$ cat src/rtl/auxreq_pkg.sv
package auxreq_pkg;

  localparam int HDR_BYTES = 4;

  typedef enum logic [2:0] {
    RES_OK      = 3'd0,
    RES_TIMEOUT = 3'd1,
    RES_FLAGS   = 3'd2,
    RES_LINKERR = 3'd3,
    RES_TOOBIG  = 3'd4,
    RES_BADREQ  = 3'd5
  } res_e;

  typedef enum logic [1:0] {
    ST_IDLE = 2'd0,
    ST_SEND = 2'd1,
    ST_WAIT = 2'd2
  } st_e;

  // Request code with the middle-of-transaction flag removed.
  function automatic logic [3:0] strip_mot(input logic [3:0] code);
    return code & 4'hB;
  endfunction

  function automatic logic code_known(input logic [3:0] code);
    logic [3:0] m;
    m = strip_mot(code);
    return (m == 4'h0) || (m == 4'h1) || (m == 4'h8) || (m == 4'h9);
  endfunction

  // Fourth header byte: send size nibble over length nibble.
  function automatic logic [7:0] size_byte(input logic [7:0] len, input logic rd);
    logic [7:0] total;
    logic [3:0] hi;
    logic [3:0] lo;
    total = 8'(HDR_BYTES) + len;
    if (len == 8'd0) begin
      hi = 4'd3;
      lo = 4'd0;
    end else begin
      hi = rd ? 4'(HDR_BYTES) : total[3:0];
      lo = 4'(len - 8'd1);
    end
    return {hi, lo};
  endfunction

  // Number of bytes put on the stream.
  function automatic logic [7:0] stream_len(input logic [7:0] len, input logic rd);
    return rd ? 8'(HDR_BYTES) : 8'(HDR_BYTES) + len;
  endfunction

  function automatic logic [7:0] clip_count(input logic [7:0] got, input logic [7:0] asked);
    return (got > asked) ? asked : got;
  endfunction

endpackage

$ cat src/rtl/auxreq_classify.sv
module auxreq_classify
  import auxreq_pkg::*;
#(
  parameter int MAX_PAY = 16,
  parameter int LEN_W   = 5
) (
  input  logic [3:0]       code_i,
  input  logic [LEN_W-1:0] len_i,
  output logic             is_read_o,
  output res_e             res_o
);

  logic too_big;
  logic known;

  assign too_big   = (int'(len_i) > MAX_PAY);
  assign known     = code_known(code_i);
  assign is_read_o = strip_mot(code_i) == 4'h1 || strip_mot(code_i) == 4'h9;

  always_comb begin
    if (too_big)     res_o = RES_TOOBIG;
    else if (!known) res_o = RES_BADREQ;
    else             res_o = RES_OK;
  end

endmodule

$ cat src/rtl/auxreq_frame.sv
module auxreq_frame
  import auxreq_pkg::*;
#(
  parameter  int MAX_PAY = 16,
  parameter  int LEN_W   = 5,
  localparam int FRAME   = MAX_PAY + HDR_BYTES,
  localparam int TXL_W   = $clog2(FRAME + 1)
) (
  input  logic [3:0]               code_i,
  input  logic [19:0]              addr_i,
  input  logic [LEN_W-1:0]         len_i,
  input  logic                     is_read_i,
  input  logic [MAX_PAY*8-1:0]     payload_i,
  output logic [FRAME-1:0][7:0]    frame_o,
  output logic [TXL_W-1:0]         tx_len_o
);

  logic [7:0] len8;
  logic       bare;

  assign len8 = 8'(len_i);
  assign bare = (len_i == '0);

  genvar g;
  generate
    for (g = 0; g < FRAME; g++) begin : g_byte
      if (g == 0) begin : g_a0
        assign frame_o[g] = addr_i[7:0];
      end else if (g == 1) begin : g_a1
        assign frame_o[g] = addr_i[15:8];
      end else if (g == 2) begin : g_a2
        assign frame_o[g] = {code_i, addr_i[19:16]};
      end else if (g == 3) begin : g_sz
        assign frame_o[g] = size_byte(len8, is_read_i);
      end else begin : g_pay
        assign frame_o[g] = payload_i[(g-HDR_BYTES)*8 +: 8];
      end
    end
  endgenerate

  assign tx_len_o = TXL_W'(stream_len(len8, is_read_i || bare));

endmodule

$ cat src/rtl/auxreq_status.sv
module auxreq_status
  import auxreq_pkg::*;
#(
  parameter int LEN_W = 5
) (
  input  logic [7:0]       status_i,
  input  logic [LEN_W-1:0] cnt_i,
  input  logic [LEN_W-1:0] len_i,
  input  logic             is_read_i,
  output res_e             res_o,
  output logic [LEN_W-1:0] count_o,
  output logic [3:0]       reply_o
);

  always_comb begin
    unique case (status_i)
      8'd1:    res_o = RES_TIMEOUT;
      8'd2:    res_o = RES_FLAGS;
      8'd3:    res_o = RES_LINKERR;
      default: res_o = RES_OK;
    endcase
  end

  always_comb begin
    if (res_o != RES_OK) begin
      count_o = '0;
      reply_o = 4'd0;
    end else begin
      count_o = is_read_i ? LEN_W'(clip_count(8'(cnt_i), 8'(len_i))) : len_i;
      reply_o = status_i[7:4];
    end
  end

endmodule

$ cat src/rtl/auxreq_framer.sv
module auxreq_framer
  import auxreq_pkg::*;
#(
  parameter  int MAX_PAY = 16,
  localparam int LEN_W   = $clog2(MAX_PAY + 1),
  localparam int FRAME   = MAX_PAY + HDR_BYTES,
  localparam int TXL_W   = $clog2(FRAME + 1)
) (
  input  logic                 clk,
  input  logic                 rst_n,
  input  logic                 start_i,
  input  logic [3:0]           req_code_i,
  input  logic [19:0]          addr_i,
  input  logic [LEN_W-1:0]     len_i,
  input  logic [MAX_PAY*8-1:0] payload_i,
  output logic [7:0]           tx_data_o,
  output logic                 tx_valid_o,
  input  logic                 tx_ready_i,
  output logic [TXL_W-1:0]     tx_len_o,
  input  logic                 cpl_valid_i,
  input  logic [7:0]           cpl_status_i,
  input  logic [LEN_W-1:0]     cpl_count_i,
  output logic                 busy_o,
  output logic                 done_o,
  output logic                 result_err_o,
  output logic [2:0]           result_code_o,
  output logic [LEN_W-1:0]     result_count_o,
  output logic [3:0]           reply_o
);

  // Front-end decode
  logic                   cls_read;
  res_e                   cls_res;
  logic [FRAME-1:0][7:0]  frame_w;
  logic [TXL_W-1:0]       txlen_w;

  auxreq_classify #(.MAX_PAY(MAX_PAY), .LEN_W(LEN_W)) u_cls (
    .code_i    (req_code_i),
    .len_i     (len_i),
    .is_read_o (cls_read),
    .res_o     (cls_res)
  );

  auxreq_frame #(.MAX_PAY(MAX_PAY), .LEN_W(LEN_W)) u_frm (
    .code_i    (req_code_i),
    .addr_i    (addr_i),
    .len_i     (len_i),
    .is_read_i (cls_read),
    .payload_i (payload_i),
    .frame_o   (frame_w),
    .tx_len_o  (txlen_w)
  );

  // State
  st_e                    state_q;
  logic [FRAME-1:0][7:0]  frame_q;
  logic [TXL_W-1:0]       txlen_q;
  logic [TXL_W-1:0]       idx_q;
  logic [LEN_W-1:0]       len_q;
  logic                   rd_q;
  logic                   done_q;
  res_e                   res_q;
  logic [LEN_W-1:0]       cnt_q;
  logic [3:0]             reply_q;

  // Completion decode
  res_e                   st_res;
  logic [LEN_W-1:0]       st_cnt;
  logic [3:0]             st_reply;

  auxreq_status #(.LEN_W(LEN_W)) u_sts (
    .status_i  (cpl_status_i),
    .cnt_i     (cpl_count_i),
    .len_i     (len_q),
    .is_read_i (rd_q),
    .res_o     (st_res),
    .count_o   (st_cnt),
    .reply_o   (st_reply)
  );

  // Named events for the assertions
  logic start_acc;
  logic start_bad;
  logic byte_fire;
  logic frame_last;
  logic cpl_take;

  assign start_acc  = (state_q == ST_IDLE) && start_i;
  assign start_bad  = start_acc && (cls_res != RES_OK);
  assign byte_fire  = tx_valid_o && tx_ready_i;
  assign frame_last = (idx_q == txlen_q - TXL_W'(1));
  assign cpl_take   = (state_q == ST_WAIT) && cpl_valid_i;

  always_ff @(posedge clk or negedge rst_n) begin
    if (!rst_n) begin
      state_q <= ST_IDLE;
      frame_q <= '0;
      txlen_q <= '0;
      idx_q   <= '0;
      len_q   <= '0;
      rd_q    <= 1'b0;
      done_q  <= 1'b0;
      res_q   <= RES_OK;
      cnt_q   <= '0;
      reply_q <= 4'd0;
    end else begin
      done_q <= 1'b0;
      unique case (state_q)
        ST_IDLE: begin
          if (start_i) begin
            len_q <= len_i;
            rd_q  <= cls_read;
            if (cls_res != RES_OK) begin
              done_q  <= 1'b1;
              res_q   <= cls_res;
              cnt_q   <= '0;
              reply_q <= 4'd0;
            end else begin
              state_q <= ST_SEND;
              frame_q <= frame_w;
              txlen_q <= txlen_w;
              idx_q   <= '0;
            end
          end
        end
        ST_SEND: begin
          if (byte_fire) begin
            if (frame_last) state_q <= ST_WAIT;
            else            idx_q   <= idx_q + TXL_W'(1);
          end
        end
        ST_WAIT: begin
          if (cpl_valid_i) begin
            state_q <= ST_IDLE;
            done_q  <= 1'b1;
            res_q   <= st_res;
            cnt_q   <= st_cnt;
            reply_q <= st_reply;
          end
        end
        default: state_q <= ST_IDLE;
      endcase
    end
  end

  assign tx_valid_o     = (state_q == ST_SEND);
  assign tx_data_o      = frame_q[idx_q];
  assign tx_len_o       = txlen_q;
  assign busy_o         = (state_q != ST_IDLE);
  assign done_o         = done_q;
  assign result_code_o  = res_q;
  assign result_err_o   = (res_q != RES_OK);
  assign result_count_o = cnt_q;
  assign reply_o        = reply_q;

  // Assertions
  p_hold_stall_r11: assert property (@(posedge clk) disable iff (!rst_n)
    (tx_valid_o && !tx_ready_i) |=> (tx_valid_o && $stable(tx_data_o)));

  p_len_stable_r10: assert property (@(posedge clk) disable iff (!rst_n)
    (busy_o && start_i) |=> $stable(tx_len_o));

  p_reject_r6: assert property (@(posedge clk) disable iff (!rst_n)
    start_bad |=> (done_o && !busy_o && !tx_valid_o && result_err_o));

  p_err_clear_r8: assert property (@(posedge clk) disable iff (!rst_n)
    (done_o && result_err_o) |-> (result_count_o == '0 && reply_o == 4'd0));

  p_clip_r9: assert property (@(posedge clk) disable iff (!rst_n)
    (done_o && !result_err_o && rd_q) |-> (result_count_o <= len_q));

  p_done_after_cpl_r10: assert property (@(posedge clk) disable iff (!rst_n)
    cpl_take |=> (done_o && !busy_o));

endmodule

$ cat config.mk
export PLATFORM = sky130hd
export DESIGN_NAME = auxreq_framer
export DESIGN_NICKNAME = d
export VERILOG_FILES = /design/src/rtl/auxreq_pkg.sv /design/src/rtl/auxreq_classify.sv /design/src/rtl/auxreq_frame.sv /design/src/rtl/auxreq_status.sv /design/src/rtl/auxreq_framer.sv
export SDC_FILE = /design/constraint.sdc
export NUM_CORES = 1
export LEC_CHECK = 0
export ABC_AREA = 0
export BUFFER_PORTS_ARGS = -buffer_cell sky130_fd_sc_hd__buf_4
export CORE_MARGIN = 10
export CORE_UTILIZATION = 45
export CTS_BUF_LIST = sky130_fd_sc_hd__clkbuf_2
export CTS_CLUSTER_DIAMETER = 120
export DETAILED_ROUTE_END_ITERATION = 16
export PLACE_DENSITY = 0.71
export SLEW_MARGIN = 20
export SYNTH_ARGS = -nofsm -noshare
export SYNTH_HDL_FRONTEND = slang
export SYNTH_SLANG_ARGS = --single-unit
$ cat constraint.sdc
create_clock -name clk -period 2 [get_ports clk]
set_input_delay 0.3 -clock clk [delete_from_list [all_inputs] [get_ports clk]]
set_output_delay 0.3 -clock clk [all_outputs]
set_load 0.01 [all_outputs]
== Yosys cells after proc, flatten, opt, wreduce, memory -nomap -nowiden ==
Index checks and enable logic that the tools add are counted.

* Register bits after elaboration: 191
* Input port bits: 175
* Output and inout port bits: 29

* $add $sub $neg: 4
* $lt $le $gt $ge: 3
* Eq/ne operators: 16
* Muxes and demuxes: 40
* Bitwise gates (word level): 1
* Reductions and logical operators: 21

{| class="wikitable"
|+ Operator list
! operator !! count
|-
| $mux W5 || 11
|-
| $bmux W8 S5 || 1
|-
| $mux W4 || 7
|-
| $pmux W5 S2 || 2
|-
| $eq A8 B2 Y1 const B || 2
|-
| $mux W3 || 5
|-
| $pmux W2 S3 || 2
|-
| $mux W2 || 5
|-
| $reduce_and A5 Y1 || 2
|-
| $reduce_bool A3 Y1 || 3
|-
| $eq A8 B1 Y1 const B || 1
|-
| $logic_not A8 Y1 || 1
|-
| $mux W8 || 1
|-
| $ne A2 B2 Y1 const B || 4
|-
| $pmux W4 S2 || 1
|-
| $eq A3 B3 Y1 const B || 2
|-
| $lt A5 B6 Y1 const B || 1
|-
| $ne A2 B1 Y1 const B || 3
|-
| $pmux W3 S2 || 1
|-
| $reduce_bool A2 Y1 || 3
|-
| $add A3 B5 Y5 const A || 1
|-
| $add A5 B1 Y5 const B || 1
|-
| $eq A5 B5 Y1 || 1
|-
| $gt A5 B5 Y1 || 1
|-
| other kinds (17) || 23
|}

== Depth between registers and ports, before layout ==
* Word-level depth: 10
* Gate-level depth with buffers: 9
* Mapped depth without buffers: 7

== Cells and area by module ==
Synthesis repeated with hierarchy kept, for this count alone.

* Cells, all modules: 807
* Area, all modules: 10364.9 um^2

{| class="wikitable"
|+ By module, submodules not included
! module !! instances !! cells an instance !! area each (um^2) !! seq. area each (um^2)
|-
| auxreq_framer || 1 || 572 || 8683.3 || 4779.6
|-
| auxreq_frame || 1 || 181 || 1333.8 || 0.0
|-
| auxreq_status || 1 || 48 || 301.5 || 0.0
|-
| auxreq_classify || 1 || 6 || 46.3 || 0.0
|}

== Worst setup path before layout ==
OpenSTA, ideal clock, no wires.

* Kind: register to output
* From: register idx_q[0]
* To: output port tx_data_o[6]
* Arrival: 1679 ps
* Data required time: 1700 ps
* Setup slack: 21 ps
* Cell stages (with the launch flop): 8
* Path buffers: 2
* Cells stage by stage: dfrtp_1 buf_2 buf_2 mux4_2 nand2_1 nand2_1 a21oi_1 a21oi_1

* Cells in the longest elaborated chain, start to end: 2

{| class="wikitable"
|+ Ends and longest elaborated chain
! what !! RTL line !! text
|-
| start, declared || auxreq_framer.sv:58 || <nowiki>logic [TXL_W-1:0] idx_q;</nowiki>
|-
| start signal, assigned || auxreq_framer.sv:129 || <nowiki>else idx_q <= idx_q + TXL_W'(1);</nowiki>
|-
| $bmux W8 S5 || auxreq_framer.sv:147 || <nowiki>assign tx_data_o = frame_q[idx_q];</nowiki>
|-
| $mux W8 (implied by the code) || auxreq_framer.sv:147 ||
|-
| end, declared || auxreq_framer.sv:16 || <nowiki>output logic [7:0] tx_data_o,</nowiki>
|}

Every way passes these cells. The select of a mux whose other input is x is not followed.

== Worst setup path after layout ==
* From: register idx_q[0]
* To: output port tx_data_o[3]

The elaborated chain is that of the path after synthesis.

==> metrics.md <==
| Metric | Value |
|---|---|
| Outcome | finished, violations left |
| Failing checks | negative setup slack |
| Critical path endpoint category | output port |
| Total gr overflow | 0 |
| Skew-Pair Late Insertion Delay | roughly 0.8 ns |
| Syn. warnings | 0 |
| Fin crit share | 150.5% |
| Syn Nets | around 1200 |
| Cell taking the most area after synthesis | dfrtp_1 |
| Post-synth top area share | 52.49% |
| Number of buffers created by CTS | 17 |
| Seq pwr share | 41.0% |
| Setup TNS | -7.907 ns |
| Worst-case clock buffer depth | 2 |
| Peak VDD IR | about 0.00065 V |
| H-Tree Depth | 4 |
| Post-DP HPWL | 20.14 mm |
| Clock share of power | 11.6% |
| Final Net Count | roughly 1600 |
| CTS tree | yes |
| Initial antenna violation count | 2 |
| Reg clk slew, reported paths | 0.30 ns |
| GPL Wtd Cong | 0.8559 |
| DRT iter0 DRCs | ~760 |
| Synthesized area | 9105 sq um |
| Chip Height | around 160 microns |
| WS Path Type | flop to output port |
| Final cell count without fillers | 1676 |
| Top_reg_cell synth | dfrtp_1 |
| Chip width | 162.2 microns |
| Clk_skew | about 0.038 ns |
| Vias per cell | 5.189 |
| First-pass GRT wire length | 47.25 mm |
| Num rows | 51 |
| Die ar. | 26320 sq um |
| Pint | between 0.01 and 0.015 W |
| Vias | 8697 |
| Largest net degree at the start of global routing | 80 |
| Clock root cell | clkbuf_2 |
| PwrDens | 1220 nW/um^2 |
| Seq/Total Area, Yosys | 52.49% |
| Fin worst setup slack | -1.010 ns |
| Drt wl/cell | 18.60 microns |
| # port buffers | 203 |
| Sink Count | 191 |
| # placed instances | 1446 |
| F_max | 0.3322 GHz |
| Most frequent cells in the layout | nand2_1 (521), buf_4 (239), dfrtp_1 (189), dlygate4sd3_1 (177), mux4_2 (40) |
| Hold slack | 0.1874 ns |
| Switching Fraction | just under 40% |
| Required @ worst endpoint | 1.70 ns |
| Ranking of synthesized cells by area | dfrtp_1 (52%), nand2_1 (22%), mux4_2 (9.9%) |
| Hold Crit Class | input pin to flop |
| Drt first pass iters | 6 |
| Most common cell after layout, fill and taps aside | nand2_1 |
| Unrepaired setup endpoints after global routing | true |
| Layout cells sized above 1 | 27.32% |
| Setup-failing EPs final | 10 |
| Synth Area per Inst | between 9 and 10 sq um |
| Vias in the first global route | about 8900 |
| Gate Count Post-Synth | about 990 |
| Logic pwr share | a little under half |
| Final Hold Violating Endpoints | 0 |
| Total track usage | 22.69% |
| Synth cell types | 51 |
| Io pins | 204 |
| Worst endpoint data arrival time | 2.71 ns |
| Leakage | 6.821 nW |
| Fillers | between 1000 and 1500 |
| WL final | 31.17 mm |
| Yosys reg bits | 191 |
| Startpoint types | flop |
| Crit-path max FO | 7 |
| Psw | 0.006484 W |
| Max-Cap Viols | 0 |
| EDFF count, synth | 0 |
| Max-slew violations | 0 |
| DRC violations left | 0 |
| CORE AREA | about 20000 sq um |
| Number of routed nets with antenna violations | 0 |
| Worst-margin pin slew | 0.6214 ns |
| Worst relative slew slack | 58.32% |
| Area growth, synth to finish | 49.10% |
| Initial Utilization | 46.33% |
| Asr flop ratio synth | 100.0% |
| Period minus WS final | ~3 ns |
logic make-up after synthesis:
kind of cell | synth area share (%)
xor+xnor | 0.8657
buf+inv | 4.452
fa+ha+maj | 1.512
compound gates | 5.799
flops | 52.49
simple gates | 24.31
mux | 10.57
worst paths after layout:
check / start / end / slack, ns / depth (start not counted)
worst max-delay path: idx_q[0] / tx_data_o[3] / -1.01 / 7
worst min-delay path: payload_i[50] / frame_q[82] / 0.19 / 4
worst max register to register: state_q[1] / frame_q[34] / 0.06 / 6
worst min register to register: frame_q[155] / frame_q[155] / 0.51 / 2
max in group asynchronous: rst_n / frame_q[36] / 0.76 / 4
min in group asynchronous: rst_n / frame_q[140] / 0.53 / 3
state kept, by name (all words and copies together) (netlist names):
register        cells
done_o              1
frame_q           160
idx_q               5
len_q               5
rd_q                1
reply_o             4
result_code_o       3
result_count_o      5
state_q             2
tx_len_o            5
power by group through the flow:
| stage | combinational (W) | clock (W) | sequential [W] |
|---|---|---|---|
| 6_report | 0.00784 | 0.00193 | 0.00679 |
| 5_1_grt | 0.00858 | 0.00212 | 0.00693 |
| 4_1_cts | 0.00711 | 0.00196 | 0.00669 |
| 3_5_place_dp | 0.00662 | 0 | 0.00676 |
| 3_3_place_gp | 0.00644 | 0 | 0.00676 |
| 2_1_floorplan | 0.00440 | 0 | 0.00627 |
metrics by stage:
stage          total power (W)  utilization (%)  area (sq um)  worst slack, ns
2_1_floorplan          0.01067                -          9105          0.02053
3_3_place_gp           0.01320            56.51         11110          -0.1203
3_5_place_dp           0.01339            56.51         11110          -0.1368
4_1_cts                0.01575            67.16         13200           -1.006
5_1_grt                0.01763            69.07         13580           -1.140
6_report               0.01656            69.07         13580           -1.010
worst max-delay path, stage by stage, from the launching register on:
cell	delay (ns)
dfrtp_4	0.61
buf_12	0.17
mux4_2	0.50
nand2_1	0.09
a21oi_1	0.10
a21oi_2	0.16
a21oi_2	0.10
buf_4	0.18
cell type report:
cell class                 count  area [sq um]  share of cell area (%)
sequential                   191          4785                   35.24
multi-input combinational    723          4098                   30.18
timing repair buffer         443          4050                   29.83
tap                          265         331.6                   2.442
clock inverter                15         146.4                   1.078
clock buffer                  17         85.08                  0.6267
inverter                      20         75.07                  0.5530
antenna                        2         5.005                 0.03687
cell usage after synthesis (9+ instances only):
cell type	count
o21ai_0	26
buf_6	12
clkbuf_1	15
buf_2	24
inv_1	17
a21oi_1	39
nor2_1	9
mux4_2	40
nand2_1	527
dfrtp_1	191
ha_1	11
what timing repair did:
action | CTS | global route
setup buffers | 6 | 8
cloned | 0 | 6
setup endpoints to repair | 11 | 139
resized for setup | 14 | 43
pin swaps | 4 | 16
endpoints found under the hold margin | 380 | 0
hold buffers | 177 | 0
per-layer routing:
metal	track usage, %	vias to the layer above	part of all wire [%]
li1	-	4028	-
met1	27.66	4206	39
met5	0	-	0
met4	8.354	0	3.3
met2	38.42	383	50
met3	5.207	80	8.3
Power figures use the tool's default switching activity.
